===== config.mk =====
export PLATFORM = sky130hd
export DESIGN_NAME = boost_softstart_seq
export DESIGN_NICKNAME = d
export VERILOG_FILES = /design/src/rtl/sss_pkg.sv /design/src/rtl/sss_tick_counter.sv /design/src/rtl/sss_ref_slewer.sv /design/src/rtl/sss_pg_pin.sv /design/src/rtl/boost_softstart_seq.sv
export SDC_FILE = /design/constraint.sdc
export NUM_CORES = 1
export LEC_CHECK = 0
export BUFFER_PORTS_ARGS = -buffer_cell sky130_fd_sc_hd__buf_2
export CAP_MARGIN = 5
export CORE_ASPECT_RATIO = 0.5
export CORE_MARGIN = 5
export CORE_UTILIZATION = 45
export DETAILED_ROUTE_END_ITERATION = 16
export GPL_ROUTABILITY_DRIVEN = 1
export PLACE_DENSITY = 0.74
export SYNTH_ARGS = -nofsm -noshare
export SYNTH_HDL_FRONTEND = slang
export SYNTH_HIERARCHICAL = 1
export SYNTH_SLANG_ARGS = --single-unit

===== constraint.sdc =====
create_clock -name clk -period 9.8 [get_ports clk]
set_input_delay 0.98 -clock clk [delete_from_list [all_inputs] [get_ports clk]]
set_output_delay 0.98 -clock clk [all_outputs]
set_load 0.03 [all_outputs]

===== src/rtl/sss_pkg.sv =====
package sss_pkg;
    typedef enum logic [2:0] {
        SS_IDLE    = 3'd0,
        SS_PON     = 3'd1,
        SS_CHARGE  = 3'd2,
        SS_PRELOAD = 3'd3,
        SS_RAMP    = 3'd4,
        SS_PGWAIT  = 3'd5,
        SS_ONLINE  = 3'd6,
        SS_SUSPEND = 3'd7
    } sss_state_e;
endpackage


===== src/rtl/sss_tick_counter.sv =====
module sss_tick_counter #(
    parameter int W = 16
) (
    input  logic         clk,
    input  logic         rst_n,
    input  logic         clr,
    input  logic         inc,
    output logic [W-1:0] count
);
    always_ff @(posedge clk or negedge rst_n) begin
        if (!rst_n) begin
            count <= '0;
        end else if (clr) begin
            count <= '0;
        end else if (inc && (count != '1)) begin
            count <= count + 1'b1;
        end
    end
endmodule


===== src/rtl/sss_ref_slewer.sv =====
module sss_ref_slewer #(
    parameter int VW       = 12,
    parameter int REF_STEP = 8
) (
    input  logic          clk,
    input  logic          rst_n,
    input  logic          clr,
    input  logic          load,
    input  logic [VW-1:0] load_val,
    input  logic          step,
    input  logic [VW-1:0] target,
    output logic [VW-1:0] ref_q,
    output logic [VW-1:0] step_nxt
);
    localparam logic [VW-1:0] STEP_V = VW'(REF_STEP);

    logic [VW-1:0] ref_d;

    // value one step closer to target, saturating on it
    always_comb begin
        if (ref_q < target) begin
            step_nxt = ((target - ref_q) > STEP_V) ? ref_q + STEP_V : target;
        end else if (ref_q > target) begin
            step_nxt = ((ref_q - target) > STEP_V) ? ref_q - STEP_V : target;
        end else begin
            step_nxt = ref_q;
        end
    end

    always_comb begin
        ref_d = ref_q;
        if (clr) begin
            ref_d = '0;
        end else if (load) begin
            ref_d = load_val;
        end else if (step) begin
            ref_d = step_nxt;
        end
    end

    always_ff @(posedge clk or negedge rst_n) begin
        if (!rst_n) begin
            ref_q <= '0;
        end else begin
            ref_q <= ref_d;
        end
    end
endmodule


===== src/rtl/sss_pg_pin.sv =====
module sss_pg_pin #(
    parameter int OPEN_DRAIN = 0
) (
    input  logic good,
    output logic pin_dat,
    output logic pin_oe
);
    generate
        if (OPEN_DRAIN != 0) begin : g_open_drain
            assign pin_dat = 1'b0;
            assign pin_oe  = !good;
        end else begin : g_push_pull
            assign pin_dat = good;
            assign pin_oe  = 1'b1;
        end
    endgenerate
endmodule


===== src/rtl/boost_softstart_seq.sv =====
module boost_softstart_seq
    import sss_pkg::*;
#(
    parameter int VW                = 12,
    parameter int DW                = 10,
    parameter int CW                = 16,
    parameter int PON_TICKS         = 20,
    parameter int CHG_MIN_TICKS     = 5,
    parameter int CHG_TIMEOUT_TICKS = 40,
    parameter int PG_TICKS          = 16,
    parameter int PG_MAX_GLITCH     = 3,
    parameter int REF_STEP          = 8,
    parameter int DIODE_DROP        = 20,
    parameter int PG_BAND           = 24,
    parameter int PG_OPEN_DRAIN     = 0
) (
    input  logic          clk,
    input  logic          rst_n,
    input  logic          tick,
    input  logic          enable,
    input  logic          go,
    input  logic          auto_run,
    input  logic          fault,
    input  logic          shutdown,
    input  logic [VW-1:0] vout,
    input  logic [VW-1:0] vin,
    input  logic [VW-1:0] vref_nom,
    input  logic [DW-1:0] pre_duty,
    output logic          pwm_en,
    output logic          loop_en,
    output logic [VW-1:0] vref,
    output logic          hist_clr,
    output logic          pre_load,
    output logic [DW-1:0] init_duty,
    output logic          pg_dat,
    output logic          pg_oe,
    output logic [2:0]    state
);
    localparam int RCW = $clog2(PG_MAX_GLITCH + 1);
    localparam logic [CW:0]   PON_LIM  = (CW+1)'(PON_TICKS);
    localparam logic [CW:0]   CHG_LIM  = (CW+1)'(CHG_MIN_TICKS);
    localparam logic [CW:0]   TMO_LIM  = (CW+1)'(CHG_TIMEOUT_TICKS);
    localparam logic [CW:0]   PG_LIM   = (CW+1)'(PG_TICKS);
    localparam logic [RCW:0]  GL_LIM   = (RCW+1)'(PG_MAX_GLITCH);
    localparam logic [VW-1:0] DROP_V   = VW'(DIODE_DROP);
    localparam logic [VW-1:0] BAND_V   = VW'(PG_BAND);

    sss_state_e st_q, st_d;

    logic          go_eff, abort_req, vout_charged, glitch;
    logic [VW-1:0] chg_target, deviation, seed_val, step_nxt;
    logic [CW-1:0] tmr_cnt;
    logic [CW:0]   tmr_n;
    logic [RCW-1:0] gl_cnt;
    logic [RCW:0]  gl_n;
    logic          tmr_clr, tmr_inc, gl_clr, gl_inc;
    logic          ref_clr, ref_load, ref_step;
    logic          pg_good;
    logic          pre_load_q, hist_clr_q;
    logic [DW-1:0] init_duty_q;

    assign go_eff       = go | (auto_run & enable);
    assign abort_req    = fault | shutdown;
    assign chg_target   = (vin > DROP_V) ? (vin - DROP_V) : '0;
    assign vout_charged = (vout >= chg_target);
    assign deviation    = (vout > vref) ? (vout - vref) : (vref - vout);
    assign glitch       = (deviation > BAND_V);
    assign seed_val     = (vout < vref_nom) ? vout : vref_nom;
    assign tmr_n        = {1'b0, tmr_cnt} + 1'b1;
    assign gl_n         = {1'b0, gl_cnt} + 1'b1;

    sss_tick_counter #(.W(CW)) u_phase_tmr (
        .clk   (clk),
        .rst_n (rst_n),
        .clr   (tmr_clr),
        .inc   (tmr_inc),
        .count (tmr_cnt)
    );

    sss_tick_counter #(.W(RCW)) u_glitch_cnt (
        .clk   (clk),
        .rst_n (rst_n),
        .clr   (gl_clr),
        .inc   (gl_inc),
        .count (gl_cnt)
    );

    sss_ref_slewer #(.VW(VW), .REF_STEP(REF_STEP)) u_ref (
        .clk      (clk),
        .rst_n    (rst_n),
        .clr      (ref_clr),
        .load     (ref_load),
        .load_val (seed_val),
        .step     (ref_step),
        .target   (vref_nom),
        .ref_q    (vref),
        .step_nxt (step_nxt)
    );

    // next state and datapath controls, evaluated on tick only
    always_comb begin
        st_d     = st_q;
        tmr_clr  = 1'b0;
        tmr_inc  = 1'b0;
        gl_clr   = 1'b0;
        gl_inc   = 1'b0;
        ref_clr  = 1'b0;
        ref_load = 1'b0;
        ref_step = 1'b0;
        if (tick) begin
            unique case (st_q)
                SS_IDLE: begin
                    if (enable && go_eff && !abort_req) st_d = SS_PON;
                end
                SS_PON: begin
                    if (abort_req) begin
                        st_d = SS_IDLE;
                    end else if (tmr_n >= PON_LIM) begin
                        st_d = (CHG_MIN_TICKS == 0) ? SS_PRELOAD : SS_CHARGE;
                    end
                end
                SS_CHARGE: begin
                    if (abort_req) begin
                        st_d = SS_IDLE;
                    end else if (vout_charged && (tmr_n >= CHG_LIM)) begin
                        st_d = SS_PRELOAD;
                    end else if (tmr_n >= TMO_LIM) begin
                        st_d = SS_IDLE;
                    end
                end
                SS_PRELOAD: begin
                    if (abort_req) begin
                        st_d    = SS_IDLE;
                        ref_clr = 1'b1;
                    end else begin
                        st_d = SS_RAMP;
                    end
                end
                SS_RAMP: begin
                    if (abort_req) begin
                        st_d = SS_SUSPEND;
                    end else begin
                        ref_step = 1'b1;
                        if (step_nxt == vref_nom) st_d = SS_PGWAIT;
                    end
                end
                SS_PGWAIT: begin
                    if (abort_req) begin
                        st_d = SS_SUSPEND;
                    end else if (glitch) begin
                        if (gl_n >= GL_LIM) begin
                            st_d = SS_SUSPEND;
                        end else begin
                            tmr_clr = 1'b1;
                            gl_inc  = 1'b1;
                        end
                    end else if (tmr_n >= PG_LIM) begin
                        st_d = SS_ONLINE;
                    end
                end
                SS_ONLINE: begin
                    if (abort_req) begin
                        st_d = SS_SUSPEND;
                    end else begin
                        ref_step = 1'b1;
                    end
                end
                SS_SUSPEND: begin
                    st_d    = SS_IDLE;
                    ref_clr = 1'b1;
                end
            endcase

            if (st_d != st_q) begin
                tmr_clr = 1'b1;
            end else if (!tmr_clr) begin
                tmr_inc = 1'b1;
            end
            if ((st_d == SS_PGWAIT) && (st_q != SS_PGWAIT)) gl_clr = 1'b1;
            if ((st_d == SS_PRELOAD) && (st_q != SS_PRELOAD)) ref_load = 1'b1;
        end
    end

    // state register
    always_ff @(posedge clk or negedge rst_n) begin
        if (!rst_n) begin
            st_q <= SS_IDLE;
        end else begin
            st_q <= st_d;
        end
    end

    // outputs: levels decoded from state, strobes registered on entry
    always_comb begin
        pwm_en  = 1'b0;
        loop_en = 1'b0;
        pg_good = 1'b0;
        unique case (st_q)
            SS_RAMP, SS_PGWAIT: begin
                pwm_en  = 1'b1;
                loop_en = 1'b1;
            end
            SS_ONLINE: begin
                pwm_en  = 1'b1;
                loop_en = 1'b1;
                pg_good = 1'b1;
            end
            SS_IDLE, SS_PON, SS_CHARGE, SS_PRELOAD, SS_SUSPEND: begin
                pwm_en  = 1'b0;
            end
        endcase
    end

    always_ff @(posedge clk or negedge rst_n) begin
        if (!rst_n) begin
            pre_load_q  <= 1'b0;
            hist_clr_q  <= 1'b0;
            init_duty_q <= '0;
        end else begin
            pre_load_q <= ref_load;
            hist_clr_q <= tick && (st_d == SS_SUSPEND) && (st_q != SS_SUSPEND);
            if (ref_load) init_duty_q <= pre_duty;
        end
    end

    sss_pg_pin #(.OPEN_DRAIN(PG_OPEN_DRAIN)) u_pg_pin (
        .good    (pg_good),
        .pin_dat (pg_dat),
        .pin_oe  (pg_oe)
    );

    assign pre_load  = pre_load_q;
    assign hist_clr  = hist_clr_q;
    assign init_duty = init_duty_q;
    assign state     = st_q;
endmodule


# [Word-level counts from Yosys, hierarchy flattened]
# Index checks and enable logic that the tools add are counted.
[word_totals] regBits=45 input_bits=54 output_inout_bits=31 wordCells=124
[classes] addsub=11 magnitude_cmp=14 n_eq_ne=17 muxes=55 n_bitwise=3 n_reduce_logical=17
[ops] operator="$mux W12" count=10
[ops] operator="$mux W3" count=16
[ops] operator="$sub A12 B12 Y12" count=4
[ops] operator="$ge A17 B5 Y1 const B" count=2
[ops] operator="$mux W16" count=2
[ops] operator="$gt A12 B12 Y1" count=2
[ops] operator="$gt A12 B4 Y1 const B" count=2
[ops] operator="$gt A12 B5 Y1 const B" count=2
[ops] operator="$lt A12 B12 Y1" count=2
[ops] operator="$pmux W3 S8" count=1
[ops] operator="$mux W1" count=22
[ops] operator="$eq A3 B3 Y1 const B" count=6
[ops] operator="$add A16 B1 Y17 const B" count=1
[ops] operator="$ge A17 B3 Y1 const B" count=1
[ops] operator="$ge A17 B6 Y1 const B" count=1
[ops] operator="$add A16 B1 Y16 const B" count=1
[ops] operator="$ne A16 B16 Y1 const B" count=1
[ops] operator="$add A12 B4 Y12 const B" count=1
[ops] operator="$eq A12 B12 Y1" count=1
[ops] operator="$ge A12 B12 Y1" count=1
[ops] operator="$sub A12 B4 Y12 const B" count=1
[ops] operator="$sub A12 B5 Y12 const B" count=1
[ops] operator="$eq A3 B2 Y1 const B" count=3
[ops] operator="$logic_and A1 B1 Y1" count=9
[ops] operator="19 further kinds" count=24

# [Longest topological paths before layout]
# Gate-level depths: netlist of the first run.
[logic_depth] depth_word=16 mapped_depth=26 mapped_depth_nobuf=25

# [By module]
# Netlist of the first run, hierarchy kept.
[modules_own_cells] module="boost_softstart_seq" n_inst=1 cells_per_inst=526 area_each_um2=3978.8 seq_area_each_um2=375.4
[modules_own_cells] module="sss_ref_slewer" n_inst=1 cells_per_inst=360 area_each_um2=2645.0 seq_area_each_um2=300.3
[modules_own_cells] module="sss_tick_counter at u_phase_tmr" n_inst=1 cells_per_inst=96 area_each_um2=900.9 seq_area_each_um2=400.4
[modules_own_cells] module="sss_tick_counter at u_glitch_cnt" n_inst=1 cells_per_inst=10 area_each_um2=123.9 seq_area_each_um2=50.0
[modules_own_cells] module="sss_pg_pin" n_inst=1 cells_per_inst=3 area_each_um2=18.8 seq_area_each_um2=0.0

# [Least setup slack after synthesis of the first run]
# OpenSTA, ideal clock, no wires.
[synth_path] kind="in2reg" from="in vref_nom[0]" to="reg u_phase_tmr.count[9]" setup_ns=0.125 arrival_ns=5.777 required_ns=9.675 slack_ns=3.899 stages=23 cell_sequence="inv_1 > ha_1 > fa_1 > nor2b_1 > o21a_1 > a21bo_1 > o221ai_1 > o2111ai_2 > o21a_1 > o21a_1 > a311o_1 > xor2_1 > nor4_1 > nand4_1 > a221o_1 > o211ai_2 > a21oi_2 > o31ai_1 > and3_1 > and3_1 > nand2_1 > nor4b_1 > mux2_2"
[synth_between] elab_chain_cells=15 word_cells_on_any_way=23 cone_classes="add/sub (2); order compare (4); eq/ne (2); mux (13); reduce/logical (2)"
[synth_lines] element="start: declaration" line_no="boost_softstart_seq.sv:27" rtl="input logic [VW-1:0] vref_nom,"
[synth_lines] element="$sub A12 B12 Y12" line_no="sss_ref_slewer.sv:24" rtl="step_nxt = ((ref_q - target) > STEP_V) ? ref_q - STEP_V : target;"
[synth_lines] element="$gt A12 B4 Y1" line_no="sss_ref_slewer.sv:24"
[synth_lines] element="$mux W12" line_no="sss_ref_slewer.sv:24"
[synth_lines] element="$mux W12" line_no="sss_ref_slewer.sv:23" rtl="end else if (ref_q > target) begin"
[synth_lines] element="$mux W12 (*)" line_no="sss_ref_slewer.sv:21" rtl="if (ref_q < target) begin"
[synth_lines] element="via step_nxt[3]" line_no="boost_softstart_seq.sv:51" rtl="logic [VW-1:0] chg_target, deviation, seed_val, step_nxt;"
[synth_lines] element="$eq A12 B12 Y1 (*)" line_no="boost_softstart_seq.sv:144" rtl="if (step_nxt == vref_nom) st_d = SS_PGWAIT;"
[synth_lines] element="$mux W3 (*)" line_no="boost_softstart_seq.sv:144"
[synth_lines] element="$mux W3 (*)" line_no="boost_softstart_seq.sv:140" rtl="if (abort_req) begin"
[synth_lines] element="$pmux W3 S8 (*)" line_no="boost_softstart_seq.sv:111" rtl="unique case (st_q)"
[synth_lines] element="$mux W3 (*)" line_no="boost_softstart_seq.sv:110" rtl="if (tick) begin"
[synth_lines] element="$ne A3 B3 Y1 (*)" line_no="boost_softstart_seq.sv:174" rtl="if (st_d != st_q) begin"
[synth_lines] element="$mux W1 (*)" line_no="boost_softstart_seq.sv:174"
[synth_lines] element="$mux W1 (*)" line_no="boost_softstart_seq.sv:110"
[synth_lines] element="via tmr_inc" line_no="boost_softstart_seq.sv:56" rtl="logic tmr_clr, tmr_inc, gl_clr, gl_inc;"
[synth_lines] element="$logic_and A1 B1 Y1 (*)" line_no="sss_tick_counter.sv:15" rtl="end else if (inc && (count != '1)) begin"
[synth_lines] element="$reduce_bool A2 Y1 (no line) (*)"
[synth_lines] element="end signal: assignment" line_no="sss_tick_counter.sv:16" rtl="count <= count + 1'b1;"
[synth_lines] element="end: declaration" line_no="sss_tick_counter.sv:8" rtl="output logic [W-1:0] count"
# The timed path passes the listed nets; every way through them passes the cells marked *. The select of a mux whose other input is x is not followed.
# A chain may end at the register's enable or synchronous reset.

# [Worst setup path in the final report of the first run]
# Same ends and word-level chain as after synthesis.

==> results of run 1 <==
==> worst reg2reg max path, delay by kind of cell (launching register included) <==
kind / cells / cell delay (ns)
and+or+nand+nor: 9 / 2.58
AOI/OAI and AO/OA: 9 / 2.01
DFF: 1 / 0.69
muxes: 2 / 0.69
adders and majority gates: 1 / 0.49
xor gates and xnor gates: 1 / 0.13
==> layer usage <==
metal  share of wire (%)  vias up  track usage (%)
met2                  45      405             37.6
met4                 1.7        0             5.89
met3                 9.4       44             4.84
met5                   0        -                0
li1                    -     3833                -
met1                  44     3874             31.0
==> cells by family after synthesis <==
group / Yosys count / share of synthesized area, %
simple gates: 349 / 24.9
compound gates: 311 / 30.0
buf+inv: 136 / 7.52
fa+ha+maj: 80 / 13.3
xor+xnor: 46 / 5.25
flops: 45 / 14.7
mux: 27 / 4.26
other cells: 1 / 0.0489
==> state kept, by name, indices dropped and copies added, names as in the netlist <==
register	count
u_phase_tmr/count	16
hist_clr	1
u_glitch_cnt/count	2
state	3
pre_load	1
u_ref/ref_q	12
init_duty	10
==> power by group through the flow <==
stage / Combinational (mW) / Clock, mW / Sequential (mW)
2_1_floorplan: 1.09 / 0 / 0.390
3_3_place_gp: 1.43 / 0 / 0.357
3_5_place_dp: 1.46 / 0 / 0.357
4_1_cts: 1.46 / 0.204 / 0.355
5_1_grt: 1.63 / 0.212 / 0.369
6_report: 1.50 / 0.201 / 0.359
==> worst max path at each step <==
stage,slack [ns],end,cells past startpoint,start
after global routing,2.35,u_phase_tmr/count[9],25,vref_nom[0]
after floorplan,3.90,u_phase_tmr/count[9],23,vref_nom[0]
after CTS,2.93,u_phase_tmr/count[9],25,vref_nom[0]
after detailed placement,2.68,u_phase_tmr/count[9],25,vref_nom[0]
final,2.78,u_phase_tmr/count[9],25,vref_nom[0]
after global placement,2.89,u_phase_tmr/count[9],25,vref_nom[0]
==> stage by stage <==
stage	area, sq um	setup WS (ns)	total power, mW	util [%]	hold WS, ns
after CTS	8290	2.93	2.02	50.1	0.502
after global routing	8290	2.35	2.21	50.1	0.529
after global placement	8120	2.89	1.79	49.0	0.467
after detailed placement	8120	2.68	1.81	49.0	0.483
final	8290	2.78	2.06	50.1	0.499
after floorplan	7670	3.90	1.48	-	0.529
==> cell type report <==
type	count	area [sq um]	share of cell area (%)
Multi-Input combinational cell	814	5970	72.0
Sequential cell	45	1130	13.6
Timing Repair Buffer	87	445	5.37
Inverter	78	293	3.53
Tap cell	227	284	3.42
Clock buffer	5	125	1.51
Clock inverter	3	48.8	0.588
==> layout by cell type, fill, tap and decap left out, types with 12 or more instances in the layout <==
master	instances
nor2b_1	15
ha_1	77
inv_1	76
nor3_1	27
dfrtp_1	45
nor4_1	20
a22oi_1	14
buf_2	83
o31ai_1	18
nor2_1	57
and3_1	15
a31oi_1	14
nand2b_1	15
mux2i_1	12
o2111ai_1	34
nand2_1	78
xnor2_1	26
o21ai_0	32
a21o_1	28
xor2_1	20
nand4_1	17
nand3_1	43
a21oi_1	59
==> results summary, run 1 <==
Setup repair after global routing left no endpoint under its margin. The required time at the endpoint of the critical path is 9.98 ns. The number of nets produced by synthesis came out at 1,129. The floorplan has 33 rows. The relative max-transition margin came out at 30.7%.

The cell count after synthesis came out at 995. The number of hold violations in the final report came out at 0. The count of synthesis-stage warnings from yosys came out at 6.

After synthesis, the netlist uses 101 different library cells. The overall overflow remaining after global route came out at 0. After synthesis, flip-flops and latches occupy 14.7% of the total area. Clock tree synthesis selected as its root buffer the cell clkbuf_16.

The longest clock path from root to sink contains 2 buffers. At the end of the flow, the number of nets in the layout was 1,165. The portion of total power attributed to combinational logic is 72.8%. STA classifies the critical path endpoint as a register. The count of vias placed by the detailed router is 8,156.

By area the synthesized netlist is led by dfrtp_1 (15%), ha_1 (13%), o2111ai_1 (3.9%). The number of fillers in the final layout came out at 1,561. The net switching power is 1.11 mW.

The number of nets with antenna violations after routing is 0. The region available for standard cell placement spans 16,600 sq um. The most used flip-flop cell after synthesis is dfrtp_1.

Dividing the detail-routed via count by the number of cells gives 6.48. The number of placed I/O pins is 85. By count the netlist is led by nand2_1 (78), ha_1 (77), inv_1 (76). The count of inserted antenna diode cells is 0. The data arrival time at the worst-slack endpoint is 7.20 ns. The HPWL after detailed placement came out at 17,900 microns. Routability-driven placement finished with a final weighted congestion of 0.960. The area of the die is 19,900 sq um. The clock period minus worst slack is 7.02 ns.

The largest single stage delay on the critical path is 0.44 ns. The internal power is 945 uW. The total of buffers placed on input and output ports came out at 83. The number of global-route vias before repair was 7,631. TritonCTS built the clock tree. The worst hold path begins at init_duty[3]. The actual transition at the worst max-transition pin is 1.04 ns. The wire length of the first global-routing pass came out at 38,200 microns. The maximum fanout count along the critical path came out at 9. The starting density of the core came out at 46.3%. In this run switching power makes up 54.1% of total power.

The areal power density over the cells is 248 nW/um^2. The post-CTS repair timing setup buffer count is 0. For hold timing, the worst endpoint is init_duty[3]. The flow ran to the end, and the final reports show no timing, DRC or antenna violations. The share of layout cells above drive strength 1 came out at 14.4%. The highest clock frequency the design can meet came out at 143 MHz. The final setup violation count came out at 0. The initial antenna violation count is 0. The die is 195 microns wide. The number of hold buffers added after CTS was 0. The pin count of the biggest net entering global routing is 46.

The number of enable flip-flop cells after synthesis came out at 0. In the final routed layout, each cell accounts on average for 18.8 microns. The clock group share of total power came out at 9.8%.

The number of cells on the worst hold path came out at 1. nand2_1 is the most common cell in the netlist. In this run, CTS created clock tree buffers numbering 5. The number of register bits inferred by synthesis is 45. The overall track demand over capacity in global routing came out at 22.9%. The number of buffers and inverters on the critical path is 2. Counting cells, the worst reg-to-reg path comes to 22. The clock sink count is 45.

Of the post-synthesis cell area, the dominant cell type holds 14.7%. The post-synthesis to final-layout area growth came out at 8.16%. The type of element launching the critical path is an input pin. The maximum clock skew at final layout is 0.0101 ns.

The area of the mapped netlist came out at 7670 sq um. The final-layout setup total negative slack came out at 0 ns. The H-tree depth is 2. The first TritonRoute pass finished after 6 iterations. The critical path is of the in -> reg type.

Max-cap violations in this run came to 0. The wire length after detailed routing came out at 23,700 microns. After clock tree synthesis, the clock-pin slew on the worst setup and hold paths is 0.07 ns. The share of the clock period used by the worst path is 71.6%. The fraction of registers with async set/reset is 100%. The average cell area after synthesis is 7.71 sq um. The violation count after the first detailed-routing iteration came out at 960. The reported leakage power is 3.71 nW. The number of DRC violations after detailed routing is 0. VDD sags by at most 0.139 mV. The library cell occupying the most area in the post-synthesis netlist is dfrtp_1. The die height came out at 102 microns. The sequential power share is 17.4%. Among cell families on the critical path, the largest total delay comes from simple AND/OR/NAND/NOR gates.

The final max-slew violation count is 0. For the worst-skew pair, the clock arrives at the later sink with an insertion delay of 0.30 ns. The non-filler instance count after layout is 1,259. The startpoint identified for the worst register-to-register timing path is u_ref/ref_q[5].

The tightest min-delay check is of the reg -> reg type. The total placed cells including tap cells is 1,251. The endpoint identified for the worst register-to-register timing path is u_phase_tmr/count[9]. The slack of the worst reg-to-reg path is 3.08 ns. The number of gates given a new drive strength after cts came out at 0. The slowest stage cell on the critical path is nor2_2.
(Power assumes the default switching activity.)
==> run 2, diff against run 1 <==
--- a/config.mk
+++ b/config.mk
@@ -12,7 +12,7 @@
 export CORE_UTILIZATION = 45
 export DETAILED_ROUTE_END_ITERATION = 16
 export GPL_ROUTABILITY_DRIVEN = 1
-export PLACE_DENSITY = 0.74
+export PLACE_DENSITY = 0.76
 export SYNTH_ARGS = -nofsm -noshare
 export SYNTH_HDL_FRONTEND = slang
 export SYNTH_HIERARCHICAL = 1
==> constraint.sdc (replaced) <==
create_clock -name clk -period 6 [get_ports clk]
set_input_delay 0.6 -clock clk [delete_from_list [all_inputs] [get_ports clk]]
set_output_delay 0.6 -clock clk [all_outputs]
set_load 0.03 [all_outputs]
==> run 2 against run 1 <==
Net effect: first-iteration DRC count rose by 8.1%; sequential power rose by 40%; clock-buffer cell count did not move; clock power rose by 68%; sequential share of layout area fell by 1.2 points; sequential cell count did not move; worst setup slack got worse by 2.5 ns; largest power group unchanged; utilization rose by 4.9 points; register-to-register slack got worse by 2.8 ns; critical path depth fell by 2; critical endpoint is now u_phase_tmr/count[13]; via count rose by 3.2%; highest routed layer unchanged.
==> results summary, run 2 (same netlist as run 1, synthesis figures left out) <==
The clock latency of the later-clocked register in the worst-skew pair came out at 0.30 ns. For the worst setup path, the data required time is 6.22 ns. In the final layout, the share of cells above drive strength 1 is 23.3%. 0 antenna diodes ended up in the layout. The peak supply drop came out at 0.208 mV.

The number of DRC violations after detailed routing came out at 0. The average routed wire per standard cell is 18.3 microns. The initial antenna violation count is 0. In this run the clock root is driven by a clkbuf_16. After clock tree synthesis, the flow added hold-fix buffers numbering 0. The TritonCTS clock tree is done. At the end of the flow, the number of nets in the layout was 1,263. The reported leakage power is 4.20 nW.

The starting density of the core came out at 46.3%. Across the run, the number of max-cap violations was 0. In the layout the commonest cells are buf_4 (102), buf_2 (83), nand2_1 (77). The floorplan has 33 rows. Power comes to 3.72 mW.

The area of the core region came out at 16,600 sq um. The flow ran to the end, and the final reports show no timing, DRC or antenna violations. The ratio of routed vias to standard cells is 6.20. The clock-pin slew reported for the worst setup and hold paths after clock tree synthesis came out at 0.07 ns. The maximum fanout count along the critical path came out at 6. Routability-driven placement finished with a final weighted congestion of 0.954. The path class of the lowest-slack min-delay path is in -> async. The utilization after layout is 55.0%. The number of flip-flops in the largest register came out at 16. The number of buffers added by the clock tree synthesis step is 5. The footprint of the multi-input gates came out at 6050 sq um.

Data arrives at the worst endpoint at 5.93 ns. The pre-antenna-repair detailed-routing pass consisted of 5 iterations. The actual transition at the worst max-transition pin came out at 1.04 ns.

By startpoint and endpoint, the worst setup path is classified as reg -> reg. Summed over all layers, the routed wires come to 24,900 microns. The library cell used most frequently in the layout, excluding fill and tap cells, is buf_4. The die covers 19,900 sq um. During I/O placement, the number of pins put on the boundary was 85. Across all layers, the routed design uses 8,416 vias.

Input and output buffers added on the ports amount to 83. The clock period minus worst slack came out at 5.71 ns. The areal power density over the cells came out at 408 nW/um^2.

The filler cells instantiated in the layout total 1,518. The overall overflow remaining after global route is 0. Once layout is complete, the cells apart from fillers number 1,357. The type of element launching the critical path is a register. The number of nets with antenna violations after routing came out at 0. The post-synthesis to final-layout area growth came out at 18.8%. The maximum clock skew at final layout is 0.00447 ns. The number of buffers on the longest clock path came out at 2.

The die is 102 microns tall. The category of the worst setup path capture point is a register. The number of global-route vias before repair was 7,839. The wire length of the first global-routing pass came out at 39,800 microns.

The highest clock frequency the design can meet came out at 175 MHz. Across every metal layer, demand over resource in global routing totals 23.8%. The floorplan die width is 195 microns. Ranked by flip-flop count, first place goes to u_phase_tmr/count. The number of hold violations in the final report came out at 0.

The final max-slew violation count is 0. Setup repair after global routing left no endpoint under its margin. The total placed cells including tap cells came out at 1,349.

The footprint of the flip-flops and latches is 1130 sq um. The clock sink count came out at 45. After the first detailed-routing iteration, the DRC count stood at 1,038. The share of the clock period used by the worst path is 95.2%.

The final setup violation count came out at 0. The H-tree depth is 2. Summed over all nets, the half-perimeter wirelength after detailed placement is 19,600 microns. The worst pin sits at a relative slew slack of 30.3%.

Entering global routing, the biggest net connects 46 pins.
-- run 2: cell types whose count changed in the layout (fill, tap and decap cells not counted), moves of 2 or more --
cell and delta:
a311oi_1 -2, a311oi_2 +2, buf_4 +98, dfrtp_1 -2, dfrtp_2 +2, nor4_1 -3
nor4_2 +3
-- run 2: worst paths after layout --
check                          startpoint               endpoint  slack [ns]  cells after the start
min in group clk             init_duty[3]           init_duty[3]        0.49                      1
max                        u_ref/ref_q[6]  u_phase_tmr/count[13]        0.29                     23
max in group asynchronous           rst_n         u_ref/ref_q[2]        4.83                      1
min reg2reg                  init_duty[3]           init_duty[3]        0.49                      1
min                                 rst_n  u_phase_tmr/count[12]        0.47                      1
max reg2reg                u_ref/ref_q[6]  u_phase_tmr/count[13]        0.29                     23
-- run 2: critical path, stage by stage (launching register included) --
cell	delay, ns
dfrtp_1	0.45
ha_1	0.40
or2_2	0.35
a31oi_1	0.28
a21oi_1	0.13
nor4_2	0.32
o2111ai_2	0.25
o21a_1	0.24
o21a_1	0.18
a311o_1	0.35
xor2_1	0.16
nor4_2	0.27
buf_4	0.16
nand4_1	0.12
a221o_1	0.33
o211ai_2	0.10
a21oi_2	0.09
o31ai_2	0.24
and3_1	0.21
and3_1	0.21
buf_4	0.14
nand3_1	0.09
or4_1	0.42
a21oi_1	0.15
-- run 2: report_power, final --
part,switching (mW),internal (mW)
Combinational,1.67,1.21
Sequential,0.115,0.388
Clock,0.138,0.200
-- run 2: final cells by class --
cell class                 instances  area share [%]
clock buffer                       5            1.37
sequential                        45            12.4
inverter                          78            3.21
multi-input combinational        814            66.4
timing repair buffer             185            13.0
clock inverter                     3           0.536
tap                              227            3.12
-- run 2: metal layers --
layer | up-vias | global-route usage, % | wire length (microns)
met5 | - | 0 | 0
met1 | 4008 | 34.0 | 11700
met2 | 355 | 40.0 | 11300
met3 | 21 | 2.83 | 1700
li1 | 4032 | - | -
met4 | 0 | 3.02 | 204
-- run 2: what timing repair did --
item | CTS | global route
endpoints found under the hold margin | 0 | 0
pin swaps | 0 | 3
setup endpoints to repair | 1 | 12
buffers inserted | 0 | 0
resized for setup | 3 | 14
-- run 2: through the flow --
| stage | setup slack, ns | hold WS, ns | area, sq um | setup TNS [ns] |
|---|---|---|---|---|
| 3_5_place_dp | -0.196 | 0.473 | 8850 | -0.468 |
| 6_report | 0.290 | 0.466 | 9110 | 0 |
| 4_1_cts | 0.0591 | 0.491 | 9050 | 0 |
| 5_1_grt | 0.0468 | 0.525 | 9110 | 0 |
| 2_1_floorplan | 0.446 | 0.304 | 7670 | 0 |
| 3_3_place_gp | -0.0333 | 0.467 | 8850 | -0.0333 |
==> run 3, diff against run 2 <==
--- a/config.mk
+++ b/config.mk
@@ -9,10 +9,11 @@
 export CAP_MARGIN = 5
 export CORE_ASPECT_RATIO = 0.5
 export CORE_MARGIN = 5
-export CORE_UTILIZATION = 45
+export CORE_UTILIZATION = 56
 export DETAILED_ROUTE_END_ITERATION = 16
 export GPL_ROUTABILITY_DRIVEN = 1
-export PLACE_DENSITY = 0.76
+export PLACE_DENSITY = 0.9
+export RECOVER_POWER = 50
 export SYNTH_ARGS = -nofsm -noshare
 export SYNTH_HDL_FRONTEND = slang
 export SYNTH_HIERARCHICAL = 1
==> run 3 against run 2 <==
Net effect: the run now ends with capacitance limit, slew limit left; clock skew increased by 0.0021 ns; clock-buffer cell count increased by 1; largest cell class unchanged; critical path depth unchanged; first-iteration DRC count increased by 9.9%; combinational power about the same; worst setup slack got worse by 0.11 ns; register-to-register slack got worse by 0.11 ns; non-clock buffer count decreased by 14; sequential cell count unchanged; maximum frequency decreased by 1.9%; via count increased by 5.0%; sequential share of layout area increased by 0.17 points.
==> results summary, run 3 (same netlist as run 1, synthesis figures left out) <==
The average routed wire per standard cell is 19.5 microns. Fill cells in the final layout number 1,130. The signal on the critical path passes through ha_1 -> buf_4 -> and4_1 -> a2111oi_1 -> a211o_1 -> o2111ai_2 -> buf_4 -> o21a_1 -> o21a_1 -> a311o_1 -> xor2_1 -> nor4_2 -> buf_4 -> nand4_1 -> a221o_1 -> o211ai_2 -> a21oi_2 -> o31ai_2 -> and3_1 -> and3_4 -> nand2_2 -> nor4b_2 -> mux2_2. The detail route stage leaves a number of antenna-violating nets equal to 0.

The final weighted congestion in routability-driven placement came out at 1.00. The worst register-to-register path ends at u_phase_tmr/count[9]. After routing, the total negative slack on setup checks comes to 0 ns. The worst-case IR drop observed on VDD is 0.226 mV. The library cells used most frequently in the layout, excluding fill and tap cells, are buf_4 (88), nand2_1 (77), inv_1 (76). The number of rows in the core area came out at 30. Across all register-to-register paths, the minimum setup slack is 0.18 ns.

The utilization after layout is 66.8%. The total of buffers placed on input and output ports came out at 83. The most numerous cell type found on the critical path is buf_4. In this run, CTS created clock tree buffers numbering 5. Leaving out fill and tap cells, the most frequent cell in the layout is buf_4.

The number of buffers and inverters on the critical path is 3. Summed over all cells, the static leakage comes to 4.08 nW. The floorplan die width is 175 microns. The die height is 92.7 microns.

The path class of the lowest-slack min-delay path is reg -> reg. The number of max-capacitance violations reported came out at 1. The final layout contains routed wiring with a total length of 25,200 microns. The count of vias placed by the detailed router is 8,837. The kind of critical path is reg -> reg. The cell family contributing the most delay on the critical path is compound AO/OA/AOI/OAI gates. The number of cells on the worst hold path is 1. After routing the design area is 8990 sq um.

The number of placed I/O pins came out at 85. The register with the most flip-flops in the final layout is u_phase_tmr/count. The violation count after the first detailed-routing iteration came out at 1,141.

The starting density of the core is 56.9%. The wire length of the first global-routing pass is 40,200 microns. The hold buffer count at CTS came out at 0. The pin count of the biggest net entering global routing came out at 46. The number of hold violations in the final report came to 0. Summed over all nets, the half-perimeter wirelength after detailed placement is 19,300 microns. The type of element launching the critical path is a register. The number of buffers on the longest clock path came out at 2.

The post-synthesis to final-layout area growth came out at 17.3%. The non-filler instance count after layout is 1,293. The number of global-route vias before repair came out at 8,189. The final max-slew violation count is 46. For this design the ratio of total power to cell area is 412 nW/um^2.

Headroom to the max-slew limit came out at -63.9%. The delay of the slowest critical-path stage came out at 0.46 ns. The category of the worst setup path capture point is a register. The checks that failed: capacitance limit, slew limit. The die covers 16,300 sq um. The number of nets at the end of the flow came out at 1,249. The initial antenna violation count is 0. The actual transition at the worst max-transition pin is 2.46 ns.

After detailed routing, the number of remaining DRC violations is 0. The hold path startpoint is init_duty[3]. The share of the clock period used by the worst path came out at 97.0%. The cell area after placement came out at 8640 sq um. The slowest stage of the critical path is the a2111oi_1 cell.

The clock sink count is 45. The area of the core region came out at 13,500 sq um. The highest clock frequency the design can meet came out at 172 MHz. The end point of the most critical hold path is init_duty[3].

The maximum fanout count along the critical path came out at 8. In this run the critical register-to-register path is launched from u_ref/ref_q[7]. The required time at the endpoint of the critical path came out at 6.18 ns. The clock period minus worst slack came out at 5.82 ns. The TritonCTS clock tree is done. The maximum clock skew at final layout is 0.00661 ns. The count of TritonRoute iterations in the first routing pass came out at 9. The final setup violation count came out at 0.

The clock latency of the later-clocked register in the worst-skew pair is 0.29 ns. The clock root buffer master is clkbuf_16. Global routing used 29.4% of the available tracks. The flow ran to the end, but the final reports show violations. The total placed cells including tap cells came out at 1,278. The overall overflow remaining after global route came out at 0. The H-tree depth is 2.

The number of flip-flops in the largest register is 16. The clock-pin slew reported for the worst setup and hold paths after clock tree synthesis is 0.07 ns. The worst-case reg-to-reg path depth is 23. The share of layout cells above drive strength 1 came out at 22.1%.

The ratio of routed vias to standard cells came out at 6.83. The data arrival time at the worst-slack endpoint is 6.00 ns.
run 3: changes by cell type in the layout (fill, tap and decap cells not counted), sizes merged:
cell      previous run  this run
clkbuf               5        21
clkinv               1         2
diode                0         1
buf                185       156
clkinvlp             1         0
bufinv               1         0
run 3: layout make-up:
cell class / count / area (sq um) / share of cell area (%)
Multi-Input combinational cell: 814 / 6140 / 68.2
Timing Repair Buffer: 171 / 1060 / 11.8
Clock inverter: 2 / 17.5 / 0.195
Antenna cell: 1 / 2.50 / 0.0278
Clock buffer: 6 / 139 / 1.54
Tap cell: 176 / 220 / 2.45
Inverter: 78 / 293 / 3.25
Sequential cell: 45 / 1130 / 12.6
run 3: worst max path at each step:
stage,start,to,slack (ns),cells after the start
final,u_ref/ref_q[7],u_phase_tmr/count[9],0.18,23
after floorplan,u_ref/ref_q[6],u_phase_tmr/count[9],0.45,23
after CTS,vref_nom[0],u_phase_tmr/count[9],0.03,25
after global placement,vref_nom[0],u_phase_tmr/count[9],-0.09,25
after detailed placement,vref_nom[0],u_phase_tmr/count[9],-0.37,26
after global routing,u_ref/ref_q[2],u_phase_tmr/count[9],-0.06,27
run 3: timing repair:
item                                    CTS  global route
resized for setup                         4            31
pin swaps                                 1            12
endpoints found under the setup margin    7            11
setup buffers                             1             5
run 3: layer usage:
layer  up-vias  GRT usage, %  part of all wire [%]
met5         -             0                     0
met4         0          9.79                   2.9
met3        93          4.12                   9.4
met2       537          48.6                    46
met1      4216          39.7                    41
li1       3991             -                     -
run 3: stage by stage:
stage	setup slack [ns]	hold slack [ns]	total power, mW
floorplan	0.446	0.304	2.41
global placement	-0.0873	0.466	3.14
detailed placement	-0.374	0.469	3.21
CTS	0.0338	0.485	3.55
global route	-0.0558	0.510	3.96
finish	0.180	0.485	3.70
run 3: report_power, final:
part	switching (mW)	total [mW]	internal, mW
combinational	1.72	2.91	1.19
clock	0.127	0.295	0.168
sequential	0.105	0.494	0.389
